## src/rtl/mpwm_pkg.sv

```systemverilog
package mpwm_pkg;
  localparam int unsigned DEF_CNT_W = 16;
  localparam int unsigned DEF_PRE_W = 8;
  localparam int unsigned DEF_NUM_CMP = 8;

  typedef enum logic {
    ST_IDLE = 1'b0,
    ST_RUN  = 1'b1
  } run_state_e;
endpackage

```

## src/rtl/mpwm_prescale.sv

```systemverilog
module mpwm_prescale #(
  parameter int unsigned PRE_W = 8
) (
  input  logic             clk,
  input  logic             rst,
  input  logic             active,
  input  logic [PRE_W-1:0] div,
  output logic             tick
);
  logic [PRE_W-1:0] pre_q;

  assign tick = active && (pre_q == div);

  always_ff @(posedge clk) begin
    if (rst || !active) begin
      pre_q <= '0;
    end else if (pre_q == div) begin
      pre_q <= '0;
    end else begin
      pre_q <= pre_q + 1'b1;
    end
  end

  // with a nonzero divider two ticks never come back to back
  p_tick_gap_r3: assert property (@(posedge clk) disable iff (rst)
    (tick && div != '0) |=> (!tick || div == '0));
endmodule

```

## src/rtl/mpwm_counter.sv

```systemverilog
module mpwm_counter
  import mpwm_pkg::*;
#(
  parameter int unsigned CNT_W = 16
) (
  input  logic             clk,
  input  logic             rst,
  input  logic             run_en,
  input  logic             single_mode,
  input  logic             trig,
  input  logic             tick,
  input  logic [CNT_W-1:0] period,
  output logic             running,
  output logic [CNT_W-1:0] cnt_next,
  output logic             start,
  output logic             wrap,
  output logic             advance
);
  run_state_e state_q, state_d;
  logic [CNT_W-1:0] cnt_q;
  logic at_top;

  assign running = (state_q == ST_RUN);
  assign at_top  = (cnt_q == period);
  assign start   = !running && run_en && trig;
  assign wrap    = running && run_en && tick && at_top;
  assign advance = running && run_en && tick && !at_top;

  always_comb begin
    cnt_next = cnt_q;
    state_d  = state_q;
    if (!run_en) begin
      cnt_next = '0;
      state_d  = ST_IDLE;
    end else if (start) begin
      cnt_next = '0;
      state_d  = ST_RUN;
    end else if (wrap) begin
      cnt_next = '0;
      if (single_mode) state_d = ST_IDLE;
    end else if (advance) begin
      cnt_next = cnt_q + 1'b1;
    end
  end

  always_ff @(posedge clk) begin
    if (rst) begin
      cnt_q   <= '0;
      state_q <= ST_IDLE;
    end else begin
      cnt_q   <= cnt_next;
      state_q <= state_d;
    end
  end

  // below the top value a tick moves the count by exactly one
  p_cnt_step_r4: assert property (@(posedge clk) disable iff (rst)
    (running && run_en && tick && cnt_q != period) |=> (cnt_q == CNT_W'($past(cnt_q) + 1'b1)));

  // a one-shot period ends in idle
  p_single_stop_r9: assert property (@(posedge clk) disable iff (rst)
    (running && run_en && single_mode && tick && cnt_q == period) |=> !running);
endmodule

```

## src/rtl/mpwm_match.sv

```systemverilog
module mpwm_match #(
  parameter int unsigned CNT_W   = 16,
  parameter int unsigned NUM_CMP = 8
) (
  input  logic [NUM_CMP*CNT_W-1:0] cmp_values,
  input  logic [NUM_CMP-1:0]       cmp_enable,
  input  logic [CNT_W-1:0]         value,
  output logic                     flip
);
  logic [NUM_CMP-1:0] hit;

  for (genvar i = 0; i < NUM_CMP; i++) begin : g_cmp
    assign hit[i] = cmp_enable[i] && (cmp_values[i*CNT_W +: CNT_W] == value);
  end

  assign flip = ^hit;
endmodule

```

## src/rtl/mpwm_channel.sv

```systemverilog
module mpwm_channel
  import mpwm_pkg::*;
#(
  parameter int unsigned CNT_W   = DEF_CNT_W,
  parameter int unsigned PRE_W   = DEF_PRE_W,
  parameter int unsigned NUM_CMP = DEF_NUM_CMP
) (
  input  logic                     clk,
  input  logic                     rst,
  input  logic                     run_en,
  input  logic                     single_mode,
  input  logic [PRE_W-1:0]         prescale_div,
  input  logic [CNT_W-1:0]         period,
  input  logic [NUM_CMP*CNT_W-1:0] cmp_values,
  input  logic [NUM_CMP-1:0]       cmp_enable,
  input  logic                     init_level,
  input  logic                     out_en,
  input  logic                     trig,
  output logic                     pwm_out,
  output logic                     irq_out
);
  logic running, tick, start, wrap, advance, flip;
  logic [CNT_W-1:0] cnt_next;
  logic lvl_q, lvl_d, pwm_q, irq_q;

  mpwm_prescale #(.PRE_W(PRE_W)) u_pre (
    .clk    (clk),
    .rst    (rst),
    .active (running && run_en),
    .div    (prescale_div),
    .tick   (tick)
  );

  mpwm_counter #(.CNT_W(CNT_W)) u_cnt (
    .clk         (clk),
    .rst         (rst),
    .run_en      (run_en),
    .single_mode (single_mode),
    .trig        (trig),
    .tick        (tick),
    .period      (period),
    .running     (running),
    .cnt_next    (cnt_next),
    .start       (start),
    .wrap        (wrap),
    .advance     (advance)
  );

  mpwm_match #(.CNT_W(CNT_W), .NUM_CMP(NUM_CMP)) u_match (
    .cmp_values (cmp_values),
    .cmp_enable (cmp_enable),
    .value      (cnt_next),
    .flip       (flip)
  );

  always_comb begin
    lvl_d = lvl_q;
    if (!run_en) begin
      lvl_d = init_level;
    end else if (start) begin
      lvl_d = init_level ^ flip;
    end else if (wrap) begin
      lvl_d = single_mode ? init_level : (init_level ^ flip);
    end else if (advance) begin
      lvl_d = lvl_q ^ flip;
    end else if (!running) begin
      lvl_d = init_level;
    end
  end

  always_ff @(posedge clk) begin
    if (rst) begin
      lvl_q <= 1'b0;
      pwm_q <= 1'b0;
      irq_q <= 1'b0;
    end else begin
      lvl_q <= lvl_d;
      pwm_q <= out_en ? lvl_d : init_level;
      irq_q <= wrap;
    end
  end

  assign pwm_out = pwm_q;
  assign irq_out = irq_q;

  // an end-of-period pulse only follows a running cycle
  p_irq_running_r8: assert property (@(posedge clk) disable iff (rst)
    irq_out |-> $past(running));

  // a disabled pin shows the starting level one clock later
  p_oe_off_init_r7: assert property (@(posedge clk) disable iff (rst)
    !out_en |=> (pwm_out == $past(init_level)));
endmodule

```

## config.mk

```make
export PLATFORM = sky130hd
export DESIGN_NAME = mpwm_channel
export DESIGN_NICKNAME = d
export VERILOG_FILES = /design/src/rtl/mpwm_pkg.sv /design/src/rtl/mpwm_prescale.sv /design/src/rtl/mpwm_counter.sv /design/src/rtl/mpwm_match.sv /design/src/rtl/mpwm_channel.sv
export SDC_FILE = /design/constraint.sdc
export NUM_CORES = 1
export LEC_CHECK = 0
export BUFFER_PORTS_ARGS = -buffer_cell sky130_fd_sc_hd__buf_2
export CORE_MARGIN = 8
export CORE_UTILIZATION = 45
export CTS_CLUSTER_SIZE = 10
export DETAILED_ROUTE_END_ITERATION = 8
export MAX_ROUTING_LAYER = met4
export PLACE_DENSITY = 0.81
export SLEW_MARGIN = 25
export SYNTH_ARGS = -nofsm -noshare
export SYNTH_HDL_FRONTEND = slang
export SYNTH_SLANG_ARGS = --single-unit
```

## constraint.sdc

```tcl
create_clock -name clk -period 10.7 [get_ports clk]
set_input_delay 2.14 -clock clk [delete_from_list [all_inputs] [get_ports clk]]
set_output_delay 2.14 -clock clk [all_outputs]
set_load 0.05 [all_outputs]
```

Word-level counts from Yosys, hierarchy flattened
Cells that the tools add are included.
{ "op_classes": {"add_sub_neg": 2, "multipliers": 0, "n_div": 0, "n_lt_le_gt_ge": 0, "n_eq_ne": 10, "shift": 0, "mux": 14, "n_bitwise": 3, "reduce_logical": 25} }
{ "ops": {"columns": ["op", "count"], "rows": [
  ["16-bit == test", 9],
  ["16-bit two-way mux", 4],
  ["16-bit by 1-bit adder with 16-bit output, second input constant", 1],
  ["1-bit logical AND", 15],
  ["1-bit two-way mux", 10],
  ["8-bit by 1-bit adder with 8-bit output, second input constant", 1],
  ["8-bit == test", 1],
  ["8-bit parity", 1],
  ["2-bit nonzero test", 2],
  ["2-bit OR reduction", 2],
  ["1-bit zero test", 3],
  ["2-bit AND reduction", 1],
  ["1-bit bitwise XOR", 2],
  ["1-bit logical OR", 1],
  ["1-bit NOT", 1]
]} }
{ "totals": {"regBits": 28, "latch_bits": 0, "ram_bits": 0, "rom_bits": 0, "input_bits": 167, "out_inout_bits": 2, "mem_count": 0} }

Logic depth before layout (Yosys ltp)
{ "depth": {"word_depth": 17, "ltp_mapped": 17} }

Modules after synthesis
Synthesis repeated with hierarchy kept, for this count alone.
{ "unflattened": {"hier_cells": 405, "area_unflattened_um2": 3410.8} }
{ "by_module_without_submodules": {"columns": ["module", "n_inst", "cells_per_inst", "area_each_um2", "seq_area_each_um2"], "rows": [
  ["mpwm_match", 1, 199, 1642.8, 0.0],
  ["mpwm_counter", 1, 137, 1097.3, 340.3],
  ["mpwm_prescale", 1, 47, 476.7, 160.2],
  ["mpwm_channel", 1, 22, 193.9, 60.1]
]} }

Worst setup path after synthesis
No wires, ideal clock.
{ "synth_timing": {"path_type": "input to register", "startpoint": "in run_en", "endpoint": "reg pwm_q, in the netlist pwm_out", "setup_ns": 0.134, "arrival_time_ns": 5.785, "setup_slack_ns": 4.781, "path_stages": 16, "path_buffers": 2, "cell_sequence": "buf_4 > nand2_1 > or3_4 > nor3_4 > a31oi_1 > or3_1 > buf_2 > xnor2_1 > a211oi_1 > nand4_1 > nor4b_2 > xnor3_1 > xnor3_1 > nand2b_1 > a221oi_2 > a2111oi_2"} }
{ "synth_via": {"elab_chain_cells": 17, "elab_cells_between_ends": 36, "classes_between": "eq/ne: 8; mux: 10; bitwise: 2; reduce/logical: 16"} }
{ "synth_lines": {"columns": ["item", "line", "text"], "rows": [
  ["from (decl)", "mpwm_channel.sv:10", "input logic run_en,"],
  ["1-bit logical AND", "mpwm_counter.sv:26, mpwm_counter.sv:27, mpwm_channel.sv:29", null],
  ["1-bit logical AND", "mpwm_prescale.sv:12", "assign tick = active && (pre_q == div);"],
  ["1-bit logical AND", "mpwm_counter.sv:26, mpwm_counter.sv:27", null],
  ["1-bit logical AND", "mpwm_counter.sv:27", "assign advance = running && run_en && tick && !at_top;"],
  ["16-bit two-way mux", "mpwm_counter.sv:41", "end else if (advance) begin"],
  ["16-bit two-way mux", "mpwm_counter.sv:38", "end else if (wrap) begin"],
  ["16-bit two-way mux", "mpwm_counter.sv:35", "end else if (start) begin"],
  ["16-bit two-way mux", "mpwm_counter.sv:32", "if (!run_en) begin"],
  ["16-bit == test", "mpwm_match.sv:13", "assign hit[i] = cmp_enable[i] && (cmp_values[i*CNT_W +: CNT_W] == value);"],
  ["1-bit logical AND", "mpwm_match.sv:13", null],
  ["8-bit parity", "mpwm_match.sv:16", "assign flip = ^hit;"],
  ["1-bit bitwise XOR, on equally long branches", "mpwm_channel.sv:65, mpwm_channel.sv:61, mpwm_channel.sv:63", null],
  ["1-bit two-way mux, on equally long branches", "mpwm_channel.sv:64, mpwm_channel.sv:63", null],
  ["1-bit two-way mux", "mpwm_channel.sv:62", "end else if (wrap) begin"],
  ["1-bit two-way mux", "mpwm_channel.sv:60", "end else if (start) begin"],
  ["1-bit two-way mux *", "mpwm_channel.sv:58", "if (!run_en) begin"],
  ["1-bit two-way mux *", "mpwm_channel.sv:78", "pwm_q <= out_en ? lvl_d : init_level;"],
  ["to (signal assigned)", "mpwm_channel.sv:78", null],
  ["to (decl)", "mpwm_channel.sv:24", "logic lvl_q, lvl_d, pwm_q, irq_q;"]
]} }
Mark *: on every way between the ends. The rest lies on a longest branch, timed or not.
A chain may end at the register's enable or synchronous reset.

Worst setup path after layout
{ "layout_timing": {"startpoint": "in period[2]", "endpoint": "reg pwm_q, in the netlist pwm_out"} }
{ "layout_via": {"elab_chain_cells": 16, "elab_cells_between_ends": 33, "classes_between": "eq/ne: 9; mux: 10; bitwise: 2; reduce/logical: 12"} }
{ "layout_lines": {"columns": ["item", "line", "text"], "rows": [
  ["from (decl)", "mpwm_channel.sv:13", "input logic [CNT_W-1:0] period,"],
  ["16-bit == test *", "mpwm_counter.sv:24", "assign at_top = (cnt_q == period);"],
  ["1-bit zero test", "mpwm_counter.sv:27", null],
  ["1-bit logical AND", "mpwm_counter.sv:27", null],
  ["16-bit two-way mux", "mpwm_counter.sv:41", null],
  ["16-bit two-way mux", "mpwm_counter.sv:38", null],
  ["16-bit two-way mux", "mpwm_counter.sv:35", null],
  ["16-bit two-way mux", "mpwm_counter.sv:32", null],
  ["16-bit == test", "mpwm_match.sv:13", null],
  ["1-bit logical AND", "mpwm_match.sv:13", null],
  ["8-bit parity", "mpwm_match.sv:16", null],
  ["1-bit bitwise XOR, on equally long branches", "mpwm_channel.sv:65, mpwm_channel.sv:61, mpwm_channel.sv:63", null],
  ["1-bit two-way mux, on equally long branches", "mpwm_channel.sv:64, mpwm_channel.sv:63", null],
  ["1-bit two-way mux", "mpwm_channel.sv:62", null],
  ["1-bit two-way mux *", "mpwm_channel.sv:60", null],
  ["1-bit two-way mux *", "mpwm_channel.sv:58", null],
  ["1-bit two-way mux *", "mpwm_channel.sv:78", null]
]} }
Marks and branches as above.

==> impl_metrics.ini <==
[status]
status = finished clean

[floorplanning]
fp.dieW_um = 121.8
pin_count = 169
initial_core_util_pct = 46.24
die_height_um = 121.8
die_area_sq_um = 14830
num_rows = 38
core_sq_um = 10890

[place]
io_buffer_count = 168
place_inst = 960
routabilityCongestion = 1.059
hpwl_um = 16790
place_ws_ns = 3.452

[timing]
tightest_slew_ns = 1.080
clock_skew_ns = 0.004968
final_max_slew_viol_count = 0
finalSetupTns_ns = 0
hold_viol = 0
rsz0062_at_grt = false
fin_ws_ns = 3.676
hold_slack_ns = 0.5237
fin_crit_sh_pct = 65.65
relSlewSlack_pct = 28.02
max_freq_ghz = 0.1424
setup_viol = 0
period_needed_ns = 7.024

[global_routing]
grt_overflow = 0
antenna_found_initial = 0
grt_max_degree = 57
grt.total_usage_pct = 28.12
grt_first_pass_wirelength_um = 32520
grt_pass1_vias = 6138

[synthesis]
synth_top_family_by_area = compound AO/OA/AOI/OAI gates
ys_seq_area_share_pct = 11.13
synthSimpleGateAreaFrac_pct = 31.19
synth_edf_count = 0
synth_compound_area_share_pct = 32.28
synth_xor_area_share_pct = 17.79
synth_fp_nets = 862
synth_warnings = 0
synthArstFlopShare_pct = 0
synthAdderAreaFrac_pct = 0.4970
ys_types = 90
synthCells = 693
synth_area_per_cell_sq_um = 7.265
netlist_area_sq_um = 5035
ys_ff_latch = 28
synth_mux_area_share_pct = 0.8698
ys.flop_type = dfxtp_1

[setup_path]
cp_max_fo = 30
crit_required_ns = 10.88
arrival_ns = 7.20
startpoint_type = input port
r2r_cells = 14
critPathKind = input port to register
endpoint_kind = register

[cells_and_area]
drive_gt1_share_pct = 26.06
nets = 995
finalNonFillerCells = 965
final_common_cell = buf_2
n_antenna_cell = 0
final_cell_mix = buf_2, nand2_1, nor2_1
area_growth_pct = 17.69

[cts]
cts_buffer_depth = 2
post-cts-setup-buffer-count = 0
clock_latency_ns = 0.29
cts_tree = built
clkSinkCount = 28
path_clk_slew_ns = 0.11
ctsHtreeMaxLevel = 1
cts_resized = 0
cts_hold_buf = 0
clockRootBuffer = clkbuf_8
cts-buffers-inserted = 3

[pwr]
leakagePower_nw = 2.204
p_per_area_nw_per_um2 = 50.52
irDropWorstVdd_mv = 0.04928

[routing]
drc = 0
num_vias = 6445
wire_per_inst_um = 22.04
ant_nets = 0
dr.pass1.iters = 5
wl_um = 21270
viasPerCell = 6.679
drt-initial-drc-count = 965

[flow_run]
cap_violations = 0

[min_path]
whs_path_depth = 1
hold_class = register to register
## state kept, by name, indices dropped and copies added, names as in the netlist
signal         flops
irq_out            1
lvl_q              1
pwm_out            1
u_cnt.cnt_q       16
u_cnt.running      1
u_pre.pre_q        8
## critical path: stages
cell,delay (ns)
buf_2,0.10
xor2_1,0.15
nor4_1,0.50
and4_1,0.99
a21oi_1,0.23
nor2_2,0.64
o22ai_1,0.18
a221oi_1,0.33
nand4_1,0.15
nor4b_2,0.43
xnor3_1,0.53
xnor3_1,0.26
nand2b_1,0.08
a221oi_2,0.35
a2111oi_2,0.11
## routing by layer
layer | vias to the layer above | global-route usage [%] | part of all wire, % | wire length, um
met3 | 78 | 5.183 | 12 | 2630
met1 | 2948 | 36.62 | 40 | 8457
met4 | 0 | 11.18 | 4.1 | 881
met5 | - | - | 0 | 0
met2 | 475 | 41.99 | 44 | 9301
li1 | 2944 | - | - | -
## cells in the mapped netlist (all sizes together) (3+ instances only)
| master | number | share of area (%) |
|---|---|---|
| nand2 | 59 | 4.4 |
| nor2 | 55 | 4.2 |
| xor2 | 48 | 8.7 |
| xnor2 | 47 | 8.2 |
| a21oi | 39 | 4.0 |
| o21ai | 33 | 3.5 |
| buf | 28 | 3.6 |
| dfxtp | 28 | 11 |
| nand3 | 27 | 3.0 |
| nor3 | 27 | 3.1 |
| nor4 | 25 | 3.9 |
| nand4 | 21 | 2.9 |
| a31oi | 19 | 2.4 |
| clkbuf | 18 | 1.3 |
| inv | 18 | 1.3 |
| o22ai | 17 | 2.1 |
| a211oi | 12 | 1.9 |
| a221oi | 10 | 2.0 |
| and3 | 10 | 1.2 |
| or3 | 10 | 1.3 |
| nor4b | 8 | 1.5 |
| o32ai | 8 | 1.5 |
| a22oi | 7 | 1.3 |
| nand2b | 7 | 0.87 |
| o31ai | 7 | 1.0 |
| a2111oi | 6 | 1.4 |
| o211ai | 6 | 0.89 |
| o21a | 6 | 0.89 |
| nand4b | 5 | 0.87 |
| and4 | 4 | 0.70 |
| nand3b | 4 | 0.60 |
| nor2b | 4 | 0.50 |
| o221ai | 4 | 0.70 |
| or4 | 4 | 0.60 |
| a211o | 3 | 0.52 |
| a2bb2oi | 3 | 0.52 |
| a41oi | 3 | 0.52 |
| and2 | 3 | 0.37 |
| o2111ai | 3 | 0.52 |
| o32a | 3 | 0.60 |
| o41ai | 3 | 0.82 |
| or2 | 3 | 0.37 |
## metrics by stage
stage	area (sq um)	util, %	power, mW
after floorplan	5035	-	0.1556
after CTS	5914	54.32	0.2961
after global routing	5926	54.42	0.3121
after detailed placement	5843	53.67	0.2107
after global placement	5843	53.67	0.2099
final	5926	54.42	0.2994
## final cells by class
| class | count | area [sq um] |
|---|---|---|
| Clock buffer | 3 | 41.29 |
| Multi-Input combinational cell | 601 | 4161 |
| Fill cell | 1078 | 4962 |
| Timing Repair Buffer | 174 | 889.6 |
| Clock inverter | 1 | 30.03 |
| Sequential cell | 28 | 560.5 |
| Tap cell | 140 | 175.2 |
| Inverter | 18 | 67.56 |
## where the power goes
group / internal (mW) / switching (mW) / total [mW]
Combinational: 0.0463 / 0.0598 / 0.106
Clock: 0.0502 / 0.0374 / 0.0876
Sequential: 0.105 / 0.000683 / 0.106
## logic make-up (layout without fill, tap and decap cells)
group	Yosys count	count (layout)
DFF	28	28
adders and majority gates	2	2
xor gates and xnor gates	97	97
AOI/OAI and AO/OA	219	219
and+or+nand+nor	280	280
muxes	3	3
buffers and inverters	64	196
## final timing paths
check / start / to / slack [ns]
max: period[2] / pwm_out / 3.68
max reg2reg: u_cnt.cnt_q[2] / pwm_out / 4.96
min: u_pre.pre_q[0] / u_pre.pre_q[0] / 0.52
min reg2reg: u_pre.pre_q[0] / u_pre.pre_q[0] / 0.52
(Power assumes the default switching activity.)
